==> src/rtl/wiper_stepper.sv <==
module wiper_stepper #(
  parameter int NCH = 2,
  parameter int W   = 8,
  localparam int CHW = (NCH > 1) ? $clog2(NCH) : 1
) (
  input  logic             clk,
  input  logic             rst_n,
  input  logic             scl_rise,
  input  logic             sda_lvl,
  input  logic             stop_seen,
  input  logic             start_seen,
  input  logic             arm,
  input  logic [CHW-1:0]   arm_ch,
  input  logic             ld_en,
  input  logic [CHW-1:0]   ld_ch,
  input  logic [W-1:0]     ld_val,
  output logic             active,
  output logic             step_pulse,
  output logic [NCH*W-1:0] wiper_flat
);
  localparam logic [W-1:0] TOP = '1;

  logic [W-1:0]   wip [NCH];
  logic [CHW-1:0] sel;
  logic [W-1:0]   cur;

  wire leave  = stop_seen | start_seen;
  wire take   = active & scl_rise & ~leave;
  wire at_end = sda_lvl ? (cur == TOP) : (cur == '0);
  wire [W-1:0] nxt = sda_lvl ? cur + 1'b1 : cur - 1'b1;
  wire ld_hit = ld_en & (ld_ch == sel);

  always_comb begin
    cur = '0;
    for (int i = 0; i < NCH; i++)
      if (sel == CHW'(i)) cur = wip[i];
  end

  always_ff @(posedge clk or negedge rst_n) begin
    if (!rst_n) begin
      active     <= 1'b0;
      sel        <= '0;
      step_pulse <= 1'b0;
    end else begin
      if (leave) active <= 1'b0;
      else if (arm) begin
        active <= 1'b1;
        sel    <= arm_ch;
      end
      step_pulse <= take & ~at_end & ~ld_hit;
    end
  end

  for (genvar g = 0; g < NCH; g++) begin : g_ch
    localparam logic [CHW-1:0] ID = CHW'(g);
    always_ff @(posedge clk or negedge rst_n) begin
      if (!rst_n)                          wip[g] <= '0;
      else if (ld_en && ld_ch == ID)       wip[g] <= ld_val;
      else if (take && sel == ID && !at_end) wip[g] <= nxt;
    end
    assign wiper_flat[g*W +: W] = wip[g];
  end
endmodule

==> config.mk <==
export PLATFORM = sky130hd
export DESIGN_NAME = wiper_stepper
export DESIGN_NICKNAME = d
export VERILOG_FILES = /design/src/rtl/wiper_stepper.sv
export SDC_FILE = /design/constraint.sdc
export NUM_CORES = 1
export LEC_CHECK = 0
export ABC_AREA = 0
export BUFFER_PORTS_ARGS = -buffer_cell sky130_fd_sc_hd__buf_4
export CORE_ASPECT_RATIO = 1.75
export CORE_MARGIN = 3
export CORE_UTILIZATION = 45
export CTS_CLUSTER_SIZE = 25
export DETAILED_ROUTE_END_ITERATION = 6
export GPL_TIMING_DRIVEN = 0
export PLACE_DENSITY_LB_ADDON = 0.2
export SLEW_MARGIN = 20
export SYNTH_ARGS = -nofsm -noshare
export SYNTH_HDL_FRONTEND = slang
export SYNTH_SLANG_ARGS = --single-unit
==> constraint.sdc <==
create_clock -name clk -period 3.2 [get_ports clk]
set_input_delay 0.16 -clock clk [delete_from_list [all_inputs] [get_ports clk]]
set_output_delay 0.16 -clock clk [all_outputs]
set_load 0.05 [all_outputs]
==> out/qor.tcl, run 1 <==
set qor(status) {complete, no violations}
set qor(unrepaired_setup_endpoints_after_global_routing) {false}
set qor(netlist.area_leader.share_pct) 35.8
set qor(cts.sink_count) 19
set qor(die_width_um) 47.1
set qor(critPathRequiredTime_ns) 3.32
set qor(h_tree_levels) 1
set qor(seq_area_frac_synth_pct) 35.8
set qor(ir_worst_vdd_uv) 433
set qor(filler_cell_count) 253
set qor(grt_first_pass_wirelength_mm) 5.87
set qor(drt_wl_total_mm) 3.56
set qor(finalPower_mw) 0.920
set qor(yosys_synthesis_warning_count) 0
set qor(nets) 212
set qor(grt_overflow) 0
set qor(route.detailed.vias_per_inst) 5.95
set qor(clock_tree_from_tritoncts) {yes}
set qor(ys_ff_latch) 19
set qor(synth.cells.most_frequent) {sky130_fd_sc_hd__nand2_1 (21), sky130_fd_sc_hd__dfrtp_1 (19), sky130_fd_sc_hd__mux2i_1 (16)}
set qor(pin_count) 36
set qor(postSynthAreaPerCell_um2) 9.16
set qor(fraction_of_registers_with_async_set_reset_pct) 100
set qor(ys_top_cells_by_area) {sky130_fd_sc_hd__dfrtp_1 (36%), sky130_fd_sc_hd__mux2i_1 (12%), sky130_fd_sc_hd__ha_1 (6.6%)}
set qor(die_height_um) 77.9
set qor(insertedDiodeCount) 0
set qor(floorplan.initialDensity_pct) 48.3
set qor(timing_max_transition_violations_final) 0
set qor(globalRouteTotalUtil_pct) 21.5
set qor(max_cap_viol_count) 0
set qor(tritoncts.num_buffers) 3
set qor(grt_start_max_net_pins) 20
set qor(worst_hold_slack_ns) 0.112
set qor(post-route-min-period_ns) 2.55
set qor(max_clock_freq_ghz) 0.393
set qor(via_count) 1261
set qor(clock_skew_ns) 0.00307
set qor(power_per_cell_area_nw_per_um2) 548
set qor(max-slew-margin-rel_pct) 66.0
set qor(final.setup.worst_slack_ns) 0.653
set qor(synth.most_common_cell) {sky130_fd_sc_hd__nand2_1}
set qor(synth_edf_count) 0
set qor(ctsRootBufferMaster) {sky130_fd_sc_hd__clkbuf_8}
set qor(first_iter_violations) 40
set qor(portBuffers) 35
set qor(grt_antenna_before_repair) 0
set qor(arrival_ns) 2.67
set qor(drt_pre_antenna_iters) 5
set qor(layout-area-overhead-vs-synth_pct) 26.5
set qor(grt_pass1_vias) 1257
set qor(synth_fp_nets) 171
set qor(crit_path_start_kind) {flip-flop}
set qor(die_area_um2) 3670
set qor(dp_slack_ns) 0.677
set qor(wire_per_inst_um) 16.8
set qor(core_region_area_um2) 2750
set qor(crit_type) {flip-flop to flip-flop}
set qor(clock_tree.buffer_depth) 2
set qor(finalCritPeriodShare_pct) 79.6
set qor(dp_hpwl_mm) 2.73
set qor(synth_top_cell_by_area) {sky130_fd_sc_hd__dfrtp_1}
set qor(leakage_nw) 0.876
set qor(finalSetupViolCount) 0
set qor(hold_class) {input port to flip-flop}
set qor(ant_nets) 0
set qor(syn-cell-area_um2) 1330
set qor(number_of_standard_cells_after_synthesis) 145
set qor(insertion_delay_ns) 0.26
set qor(finalHoldViolCount) 0
set qor(placement_rows) 25
set qor(cts.repair_timing.setup_buffer_count) 0
set qor(worst_setup_path_end_kind) {flip-flop}
set qor(path_max_fanout) 10
set qor(worst_pin_slew_ns) 0.511
set qor(weighted_congestion_reported_at_the_end_of_routability_driven_placement) 0.907
set qor(clock_slew_at_reported_path_ffs_ns) 0.08
set qor(post_synth_num_cell_types) 35
set qor(fin_setup_tns_ns) 0
set qor(route.detailed.drc) 0
set qor(drive_above_1_share_pct) 25.9
set qor(synth-main-ff-cell) {sky130_fd_sc_hd__dfrtp_1}
==> worst max-delay path, stage by stage, from the launching register on <==
cell,delay (ns)
sky130_fd_sc_hd__dfrtp_1,0.42
sky130_fd_sc_hd__buf_4,0.21
sky130_fd_sc_hd__mux2_2,0.37
sky130_fd_sc_hd__fa_1,0.42
sky130_fd_sc_hd__a21o_1,0.18
sky130_fd_sc_hd__a21oi_1,0.21
sky130_fd_sc_hd__o21bai_1,0.10
sky130_fd_sc_hd__a21oi_1,0.18
sky130_fd_sc_hd__xor2_1,0.22
sky130_fd_sc_hd__o31ai_1,0.10
==> power breakdown <==
part           total (mW)  internal (mW)  switching (mW)
registers           0.315          0.271          0.0440
clock network       0.174         0.0886          0.0853
logic               0.431          0.169           0.262
==> metal layers <==
| metal | share of wire, % | global-route usage (%) | up-vias |
|---|---|---|---|
| met2 | 56 | 37.2 | 48 |
| met1 | 37 | 24.8 | 608 |
| met5 | 0 | 0 | - |
| met3 | 4.7 | 2.78 | 10 |
| met4 | 2.8 | 8.59 | 0 |
| li1 | - | - | 595 |
==> path summary, 6_finish.rpt <==
| check | from | to | slack, ns | cells after the start |
|---|---|---|---|---|
| max in group asynchronous | rst_n | wiper_flat[5]$_DFFE_PN0P_ | 2.68 | 2 |
| min in group asynchronous | rst_n | step_pulse$_DFF_PN0_ | 0.31 | 2 |
| setup / recovery | sel$_DFFE_PN0P_ | wiper_flat[6]$_DFFE_PN0P_ | 0.65 | 9 |
| hold / removal | ld_val[3] | wiper_flat[11]$_DFFE_PN0P_ | 0.11 | 3 |
| hold reg to reg | active$_DFFE_PN0P_ | active$_DFFE_PN0P_ | 0.52 | 1 |
| setup reg to reg | sel$_DFFE_PN0P_ | wiper_flat[6]$_DFFE_PN0P_ | 0.65 | 9 |
==> cells by family (layout without fill, tap and decap cells) <==
| kind of cell | count (synthesis) | in the layout | synth area share (%) |
|---|---|---|---|
| fa+ha+maj | 8 | 8 | 8.10 |
| compound gates | 33 | 33 | 15.0 |
| xor+xnor | 7 | 7 | 4.61 |
| simple gates | 47 | 47 | 16.3 |
| flops | 19 | 19 | 35.8 |
| mux | 21 | 21 | 16.3 |
| buf+inv | 10 | 50 | 3.95 |
==> sequential cells by signal, indices dropped and copies added (netlist names) <==
register	cells
step_pulse	1
wiper_flat	16
sel	1
active	1
==> layout make-up <==
class                           count  area, µm²  share of cell area, %
Buffer                              7       41.3                   2.46
Clock buffer                        4       45.0                   2.68
Inverter                            3       11.3                  0.670
Multi-Input combinational cell    116        801                   47.7
Sequential cell                    19        475                   28.3
Tap cell                           27       33.8                   2.01
Timing Repair Buffer               36        273                   16.2
==> layout by cell type (no fill, tap or decap) <==
cell	n
sky130_fd_sc_hd__a21o_1	1
sky130_fd_sc_hd__a21oi_1	5
sky130_fd_sc_hd__a22oi_1	2
sky130_fd_sc_hd__a31oi_1	1
sky130_fd_sc_hd__and2_1	1
sky130_fd_sc_hd__and3_1	1
sky130_fd_sc_hd__buf_1	2
sky130_fd_sc_hd__buf_4	37
sky130_fd_sc_hd__buf_6	1
sky130_fd_sc_hd__clkbuf_1	3
sky130_fd_sc_hd__clkbuf_8	3
sky130_fd_sc_hd__dfrtp_1	19
sky130_fd_sc_hd__dlygate4sd3_1	1
sky130_fd_sc_hd__fa_1	1
sky130_fd_sc_hd__ha_1	7
sky130_fd_sc_hd__inv_1	3
sky130_fd_sc_hd__mux2_2	5
sky130_fd_sc_hd__mux2i_1	16
sky130_fd_sc_hd__nand2_1	21
sky130_fd_sc_hd__nand2b_1	2
sky130_fd_sc_hd__nand3_1	4
sky130_fd_sc_hd__nand4_1	3
sky130_fd_sc_hd__nor2_1	7
sky130_fd_sc_hd__nor2b_1	3
sky130_fd_sc_hd__nor3_1	2
sky130_fd_sc_hd__nor4_1	2
sky130_fd_sc_hd__o211a_1	1
sky130_fd_sc_hd__o21a_1	1
sky130_fd_sc_hd__o21ai_0	14
sky130_fd_sc_hd__o21ai_1	2
sky130_fd_sc_hd__o21bai_1	1
sky130_fd_sc_hd__o22ai_1	2
sky130_fd_sc_hd__o31ai_1	2
sky130_fd_sc_hd__o31ai_2	1
sky130_fd_sc_hd__or2_2	1
sky130_fd_sc_hd__xnor2_1	3
sky130_fd_sc_hd__xor2_1	4
==> through the flow <==
stage          std cells  instance area [µm²]  util (%)
2_1_floorplan        145                 1330         -
3_3_place_gp         207                 1630      59.0
3_5_place_dp         207                 1630      59.0
4_1_cts              212                 1680      61.0
5_1_grt              212                 1680      61.0
6_report             212                 1680      61.0
==> repair_timing <==
action                                  CTS  global route
hold endpoints to repair                 19             0
gates resized for setup                   0             0
hold buffers                              1             0
endpoints found under the setup margin    0             0
(Power assumes the default switching activity.)
==> run 2, diff against run 1 <==
Clock period 3.2 ns to 2.2 ns, I/O delays scaled along.
==> run 2 against run 1 <==
  * The flow now finishes with violations (negative setup slack)
  * Sequential cell count did not move
  * Worst hold slack got worse by 0.049 ns
  * Design area rose by 9.2%
  * Final cell count up 4.2%
  * First-iteration DRC count is 25% higher
  * Clock power is 44% higher
  * Clock skew down 0.0022 ns
  * Highest routed layer unchanged
==> out/qor.tcl, run 2 (synthesis results as in run 1) <==
set qor(path_max_fanout) 4
set qor(failed_checks) {negative setup slack}
set qor(ctsRootBufferMaster) {sky130_fd_sc_hd__clkbuf_8}
set qor(finalSetupViolCount) 3
set qor(critPathRequiredTime_ns) 2.33
set qor(route.detailed.vias_per_inst) 5.96
set qor(grt_antenna_before_repair) 0
set qor(worst_pin_slew_ns) 0.550
set qor(largest_reg_flops) 16
set qor(drive_above_1_share_pct) 38.7
set qor(dpl.cell_count) 207
set qor(arrival_ns) 2.37
set qor(placement_rows) 25
set qor(clock_slew_at_reported_path_ffs_ns) 0.07
set qor(power_report.internal_total_mw) 0.864
set qor(mostFrequentLayoutCells) {sky130_fd_sc_hd__buf_4 (44), sky130_fd_sc_hd__nand2_1 (21), sky130_fd_sc_hd__mux2i_1 (15)}
set qor(tritoncts.num_buffers) 3
set qor(die_width_um) 47.1
set qor(max_clock_freq_ghz) 0.447
set qor(clock_tree.buffer_depth) 2
set qor(most_frequent_standard_cell_in_the_layout_excluding_fill_and_tap_cells) {sky130_fd_sc_hd__buf_4}
set qor(crit_path_start_kind) {flip-flop}
set qor(unrepaired_setup_endpoints_after_global_routing) {true}
set qor(sw_frac_of_total_pct) 41.8
set qor(weighted_congestion_reported_at_the_end_of_routability_driven_placement) 0.878
set qor(grt_first_pass_wirelength_mm) 6.69
set qor(h_tree_levels) 1
set qor(route.detailed.drc) 0
set qor(finished_core_util_pct) 66.7
set qor(cell_area_reported_after_detailed_placement_um2) 1650
set qor(layout-area-overhead-vs-synth_pct) 38.1
set qor(finalCritPeriodShare_pct) 102
set qor(wire_per_inst_um) 18.1
set qor(final.setup.worst_slack_ns) -0.0393
set qor(dp_hpwl_mm) 2.79
set qor(power.combinational.fraction_pct) 51.6
set qor(nets) 221
set qor(via_count) 1318
set qor(switching_power_mw) 0.620
set qor(max_cap_viol_count) 0
set qor(clkPwrFrac_pct) 16.9
set qor(grt_pass1_vias) 1405
set qor(drt_wl_total_mm) 3.99
set qor(clock_skew_ns) 0.000916
set qor(max-slew-margin-rel_pct) 63.4
set qor(leakage_nw) 0.923
set qor(grt_overflow) 0
set qor(insertedDiodeCount) 0
set qor(seqPwrFrac_pct) 31.5
set qor(worst_setup_path_end_kind) {flip-flop}
set qor(finalPower_mw) 1.48
set qor(finalHoldViolCount) 0
set qor(cts.sink_count) 19
set qor(post-route-min-period_ns) 2.24
set qor(grt_start_max_net_pins) 20
set qor(first_iter_violations) 50
set qor(die_height_um) 77.9
set qor(core_region_area_um2) 2750
set qor(die_area_um2) 3670
set qor(globalRouteTotalUtil_pct) 24.3
set qor(pin_count) 36
set qor(portBuffers) 35
set qor(timing_max_transition_violations_final) 0
set qor(status) {complete, but fails checks}
set qor(ant_nets) 0
set qor(floorplan.initialDensity_pct) 48.3
set qor(insertion_delay_ns) 0.26
set qor(drt_pre_antenna_iters) 4
set qor(ir_worst_vdd_uv) 413
set qor(clock_tree_from_tritoncts) {yes}
set qor(finish.cell_count_without_fillers) 221
set qor(hold_class) {input port to flip-flop}
set qor(power_per_cell_area_nw_per_um2) 809
set qor(final_area_um2) 1840
set qor(crit_type) {flip-flop to flip-flop}
run 2: final cells by class:
class                      instances  area, µm²
buffer                             7       45.0
clock buffer                       4       45.0
fill                             233        917
inverter                           3       11.3
multi-input combinational        116        870
sequential                        19        487
tap                               27       33.8
timing repair buffer              45        344
run 2: final timing paths:
check | from | to | slack, ns | cells after the start
min | ld_val[1] | wiper_flat[9]$_DFFE_PN0P_ | 0.06 | 3
max | sel$_DFFE_PN0P_ | wiper_flat[14]$_DFFE_PN0P_ | -0.04 | 9
min reg2reg | active$_DFFE_PN0P_ | active$_DFFE_PN0P_ | 0.53 | 1
max in group asynchronous | rst_n | wiper_flat[3]$_DFFE_PN0P_ | 1.70 | 2
max reg2reg | sel$_DFFE_PN0P_ | wiper_flat[14]$_DFFE_PN0P_ | -0.04 | 9
min in group asynchronous | rst_n | wiper_flat[8]$_DFFE_PN0P_ | 0.27 | 2
run 2: layer usage:
metal	vias up	global-route usage, %	routed length [µm]
li1	613	-	-
met2	52	41.0	2280
met5	-	0	0
met3	8	4.87	195
met4	0	10.5	57
met1	645	27.9	1460
run 2: metrics by stage:
step	setup WS (ns)	setup TNS (ns)	hold slack (ns)
after floorplan	0.00404	0	-0.186
after global placement	-0.203	-0.903	-0.00668
after detailed placement	-0.206	-1.08	0.00293
after CTS	-0.0249	-0.0628	0.0608
after global routing	-0.185	-1.08	0.0642
final	-0.0393	-0.104	0.0632
run 2: critical path: stages, from the launching register on:
cell                       delay, ns
sky130_fd_sc_hd__dfrtp_2        0.44
sky130_fd_sc_hd__buf_6          0.14
sky130_fd_sc_hd__mux2_4         0.31
sky130_fd_sc_hd__fa_2           0.34
sky130_fd_sc_hd__a21o_1         0.18
sky130_fd_sc_hd__a21oi_2        0.15
sky130_fd_sc_hd__o21bai_1       0.09
sky130_fd_sc_hd__a21oi_2        0.14
sky130_fd_sc_hd__xor2_1         0.23
sky130_fd_sc_hd__o31ai_1        0.09
run 2: what timing repair did:
action | CTS | global route
pin swaps | 7 | 5
setup endpoints to repair | 7 | 8
resized for setup | 6 | 9
hold buffers | 1 | 0
buffers inserted | 6 | 3
hold endpoints to repair | 19 | 0
run 2: power by group through the flow:
stage          Clock [mW]  Sequential [mW]  Combinational [mW]
6_report            0.251            0.468               0.766
5_1_grt             0.276            0.474               0.830
4_1_cts             0.258            0.462               0.710
3_5_place_dp            0            0.468               0.645
3_3_place_gp            0            0.468               0.627
2_1_floorplan           0            0.602               0.325
